===== src/rtl/irq_prio_core.sv =====
module irq_prio_core #(
  parameter int NLINES = 8,
  parameter int VW     = 8
) (
  input  logic                      clk,
  input  logic                      rst_n,
  input  logic [NLINES-1:0]         irq_pins,
  input  logic [NLINES-1:0]         mask,
  input  logic [VW-1:0]             vec_base,
  input  logic [NLINES-1:0]         cascade_map,
  input  logic                      slave_present,
  input  logic                      auto_eoi,
  input  logic                      eoi_valid,
  input  logic [$clog2(NLINES)-1:0] eoi_line,
  input  logic                      ack,
  output logic                      int_req,
  output logic                      vec_valid,
  output logic [VW-1:0]             vec_out,
  output logic                      vec_slave,
  output logic [NLINES-1:0]         irr,
  output logic [NLINES-1:0]         isr
);
  localparam int LW = $clog2(NLINES);

  function automatic logic [LW-1:0] top_bit(input logic [NLINES-1:0] v);
    logic [LW-1:0] t;
    t = '0;
    for (int i = 0; i < NLINES; i++)
      if (v[i]) t = LW'(i);
    return t;
  endfunction

  logic [NLINES-1:0] pin_q;
  logic [NLINES-1:0] latch;
  logic [LW-1:0]     sel;
  logic              ack_hit;
  logic [NLINES-1:0] sel_oh, irr_n, isr_n, isr_set, isr_clr;
  logic              eoi_evt, fwd_new, fwd_old, req_d;

  assign latch   = irq_pins & ~pin_q & ~mask;
  assign sel     = top_bit(irr);
  assign ack_hit = ack && (irr != '0);
  assign sel_oh  = ack_hit ? (NLINES'(1) << sel) : '0;
  assign irr_n   = (irr & ~sel_oh) | latch;
  assign isr_set = auto_eoi ? '0 : sel_oh;
  assign isr_clr = (eoi_valid ? (NLINES'(1) << eoi_line) : '0) | (auto_eoi ? sel_oh : '0);
  assign isr_n   = (isr | isr_set) & ~isr_clr;
  assign eoi_evt = eoi_valid || (ack_hit && auto_eoi);

  always_comb begin
    fwd_new = 1'b0;
    for (int i = 0; i < NLINES; i++)
      if (latch[i] && ((isr_n >> i) == '0)) fwd_new = 1'b1;
  end

  assign fwd_old = eoi_evt && (irr_n != '0) && ((isr_n >> top_bit(irr_n)) == '0);
  assign req_d   = fwd_new || fwd_old;

  always_ff @(posedge clk) begin
    if (!rst_n) begin
      pin_q     <= '0;
      irr       <= '0;
      isr       <= '0;
      int_req   <= 1'b0;
      vec_valid <= 1'b0;
      vec_out   <= '0;
      vec_slave <= 1'b0;
    end else begin
      pin_q     <= irq_pins;
      irr       <= irr_n;
      isr       <= isr_n;
      int_req   <= req_d;
      vec_valid <= ack;
      if (ack) begin
        if (ack_hit && cascade_map[sel] && slave_present) begin
          vec_out   <= '0;
          vec_slave <= 1'b1;
        end else begin
          vec_out   <= vec_base | {{(VW-LW){1'b0}}, (ack_hit ? sel : LW'(0))};
          vec_slave <= 1'b0;
        end
      end
    end
  end

  assert_edge_only_R1: assert property (@(posedge clk) disable iff (!rst_n)
    (irr & ~$past(irr) & ~($past(irq_pins) & ~$past(pin_q))) == '0);

  assert_mask_drop_R2: assert property (@(posedge clk) disable iff (!rst_n)
    (irr & ~$past(irr) & $past(mask)) == '0);

  assert_req_cause_R3: assert property (@(posedge clk) disable iff (!rst_n)
    int_req |-> $past(((irq_pins & ~mask) != '0) || eoi_valid || (ack && auto_eoi)));

  assert_ack_valid_R4: assert property (@(posedge clk) disable iff (!rst_n)
    ack |=> vec_valid);

  assert_ack_highest_R4: assert property (@(posedge clk) disable iff (!rst_n)
    ($past(ack && (irr != '0)) && !vec_slave) |-> (($past(irr) >> vec_out[LW-1:0]) == 1));

  assert_auto_isr_R6: assert property (@(posedge clk) disable iff (!rst_n)
    $past(auto_eoi) |-> ((isr & ~$past(isr)) == '0));

  assert_empty_ack_R9: assert property (@(posedge clk) disable iff (!rst_n)
    $past(ack && (irr == '0) && !eoi_valid) |-> ((isr == $past(isr)) && (vec_out == $past(vec_base)) && !vec_slave));
endmodule


===== config.mk =====
export PLATFORM = sky130hd
export DESIGN_NAME = irq_prio_core
export DESIGN_NICKNAME = d
export VERILOG_FILES = /design/src/rtl/irq_prio_core.sv
export SDC_FILE = /design/constraint.sdc
export NUM_CORES = 1
export LEC_CHECK = 0
export ABC_AREA = 1
export BUFFER_PORTS_ARGS = -buffer_cell sky130_fd_sc_hd__buf_4
export CAP_MARGIN = 10
export CELL_PAD_IN_SITES_DETAIL_PLACEMENT = 0
export CELL_PAD_IN_SITES_GLOBAL_PLACEMENT = 1
export CORE_MARGIN = 2
export CORE_UTILIZATION = 32
export CTS_BUF_LIST = sky130_fd_sc_hd__clkbuf_4 sky130_fd_sc_hd__clkbuf_8
export DETAILED_ROUTE_END_ITERATION = 10
export GPL_ROUTABILITY_DRIVEN = 0
export PLACE_DENSITY_LB_ADDON = 0.1
export SLEW_MARGIN = 30
export SYNTH_ARGS = -nofsm -noshare
export SYNTH_HDL_FRONTEND = slang
export SYNTH_SLANG_ARGS = --single-unit

===== constraint.sdc =====
create_clock -name clk -period 2.1 [get_ports clk]
set_input_delay 0.42 -clock clk [delete_from_list [all_inputs] [get_ports clk]]
set_output_delay 0.42 -clock clk [all_outputs]
set_load 0.01 [all_outputs]

==> flow_metrics.tcl <==
set metrics [dict create \
    drt_iter0_drc 107 \
    drt_pass1_iterations 4 \
    initial_core_util_pct 33.5 \
    clk_latency_ns 0.29 \
    wire_per_inst_um 13.1 \
    max_freq_mhz 495 \
    p_switching_w 0.000638 \
    hold_slack_ns 0.317 \
    seq_area_um2 708 \
    clkSinkCount 35 \
    relSlewSlack_pct 65.8 \
    setup_viol_count_final 0 \
    avgViaCountPerCell 4.58 \
    synth_cell_types 35 \
    synth_area_leader_cell "dfxtp_1" \
    vias 1956 \
    yosysSeqAreaShare_pct 37.8 \
    drive_gt1_share_pct 45.1 \
    ys_top_cells_by_area "dfxtp_1, nand2_1, inv_1" \
    syn_area_um2 1850 \
    fin_crit_ns 2.02 \
    swShare_pct 30.1 \
    clkPwrFrac_pct 34.7 \
    postLayoutCellArea_um2 2910 \
    synth_top_area_share_pct 37.8 \
    grt_pass1_wl_um 8420 \
    clk_pin_slew_ns 0.08 \
    synth_cells 258 \
    maxCapViolations 0 \
    fill_cells 555 \
    irDropWorstVdd_mv 0.456 \
    wl_um 5580 \
    synth_most_common_cell "nand2_1" \
    cts_hold_buf 0 \
    cp-start-kind "flip-flop" \
    grt_max_degree 18 \
    nNetsFinal 395 \
    die_h_um 80.1 \
    critPathRequiredTime_ns 2.28 \
    hold_violations 0 \
    critPathArrivalTime_ns 2.21 \
    outcome "finished clean" \
    antenna_found_initial 0 \
    multiInputGateArea_um2 1110 \
    grt-ovfl-total 0 \
    cp_max_fo 4 \
    internal-power_w 0.00148 \
    die_w_um 80.1 \
    seq_power_share_pct 34.6 \
    io_pins 68 \
    die_area_um2 6420 \
    rsz0062_at_grt "true" \
    p_leak_nw 1.41 \
    fin_crit_sh_pct 96.3 \
    grt_use_total_pct 17.0 \
    dp.final_hpwl_um 4280 \
    finalClockSkew_ns 0.0105 \
    area_delta_synth_final_pct 56.8 \
    coreArea_um2 5540 \
    ys_seq_elements 35 \
    cts_buffer_depth 2 \
    drv_slew 0 \
    diodes 0 \
    synth_fp_nets 299 \
    cts_buffers 5 \
    synth_top_cells_by_count "nand2_1, dfxtp_1, inv_1, nor2_1, a21oi_1" \
    p_per_area_nw_per_um2 729 \
    place_area_um2 2610 \
    yosysWarnings 0 \
    criticalPathCategory "flip-flop to flip-flop" \
    worstMarginPinSlew_ns 0.512 \
    portBuffers 67 \
    cp-end-kind "flip-flop" \
    syn_avg_cell_area_um2 7.19 \
    async_flop_share_pct 0 \
    power_frac_comb_pct 30.7 \
    cts_tree "done" \
    synth-edff-count 0 \
    hp-class "input port to flip-flop" \
    grt_pass1_vias 1727 \
    ant_nets 0 \
    tns_ns 0 \
    clockRootBuffer "clkbuf_8" \
    rows 27 \
    route.detailed.drc 0 \
    yosys_most_used_dff "dfxtp_1" \
    h-tree-depth 2 \
]
[cell families after synthesis]
| kind of cell | after synthesis | share of synthesized area, % |
|---|---|---|
| buffers and inverters | 45 | 9.11 |
| flip-flops | 35 | 37.8 |
| AND/OR/NAND/NOR | 133 | 36.2 |
| AO/OA/AOI/OAI | 45 | 16.9 |
[per-stage QoR]
step           setup WS [ns]  total power [W]  utilization, %  std cells
6_report              0.0779          0.00212            52.5        427
2_1_floorplan          0.156          0.00108               -        258
5_1_grt               -0.127          0.00223            52.5        427
3_3_place_gp         -0.0973          0.00133            47.2        415
4_1_cts               0.0192          0.00207            49.9        423
3_5_place_dp         -0.0647          0.00133            47.2        415
[what timing repair did]
| item | in CTS | in global routing |
|---|---|---|
| setup buffers | 0 | 3 |
| gates cloned | 0 | 1 |
| resized for setup | 5 | 29 |
| setup endpoints to repair | 1 | 10 |
| pin swaps | 2 | 10 |
[final timing paths]
check,end,from,cells after the start,slack (ns)
worst max register to register,int_req,irr[7],18,0.08
worst min register to register,vec_out[4],vec_out[4],2,0.47
worst min-delay path,pin_q[1],irq_pins[1],3,0.32
worst max-delay path,int_req,irr[7],18,0.08
[critical path: stages (launching register included)]
cell and delay [ns]:
dfxtp_2 0.34, inv_2 0.09, nand2_4 0.10, nor2_8 0.16
nand3_2 0.09, inv_2 0.10, nand4_1 0.15, a21oi_2 0.24
nand2_2 0.08, nand2_2 0.08, nand3_1 0.07, nand2_1 0.07
nand2_1 0.05, nand2_1 0.05, nand2_1 0.04, nand2_1 0.05
nand2_1 0.05, nand2_1 0.06, a21oi_2 0.05
[sequential cells by signal, indices dropped and copies added, names as in the netlist]
register,flops
pin_q,8
vec_out,8
vec_valid,1
isr,8
vec_slave,1
irr,8
int_req,1
[final cells by class]
| cell class | count | area share [%] |
|---|---|---|
| multi-input combinational | 179 | 38.3 |
| timing repair buffer | 93 | 24.4 |
| sequential | 35 | 24.4 |
| inverter | 40 | 5.16 |
| tap | 72 | 3.10 |
| clock buffer | 5 | 2.37 |
| clock inverter | 3 | 2.32 |
[layer usage]
metal / vias to the layer above / share of wire, % / routed length (µm) / global-route usage (%)
met5: - / 0 / 0 / 0
met4: 0 / 0.91 / 51 / 4.58
met3: 7 / 5.6 / 312 / 4.27
met2: 44 / 43 / 2410 / 24.8
met1: 886 / 50 / 2810 / 24.8
li1: 1019 / - / - / -
[power by group through the flow]
stage | registers [W] | clock network [W] | logic (W)
3_3_place_gp | 0.000746 | 0 | 0.000579
6_report | 0.000733 | 0.000736 | 0.000652
5_1_grt | 0.000739 | 0.000776 | 0.000718
4_1_cts | 0.000731 | 0.000750 | 0.000587
2_1_floorplan | 0.000764 | 0 | 0.000317
3_5_place_dp | 0.000747 | 0 | 0.000579
[placed cells by master (no fill, tap or decap), drive strengths merged, types with 2 or more instances in the layout]
master / netlist / routed
bufinv: 0 / 2
nand2: 70 / 70
dfxtp: 35 / 35
nor2: 34 / 34
o22ai: 3 / 3
nor3b: 7 / 7
clkbuf: 5 / 5
o2111ai: 1 / 2
and2: 2 / 2
inv: 39 / 39
o211ai: 4 / 4
nand3: 12 / 12
a21oi: 25 / 25
o21ai: 6 / 6
o21bai: 2 / 2
nand4: 3 / 3
buf: 0 / 93
nor3: 4 / 4
Note: power is estimated with default switching activity, not from simulation.
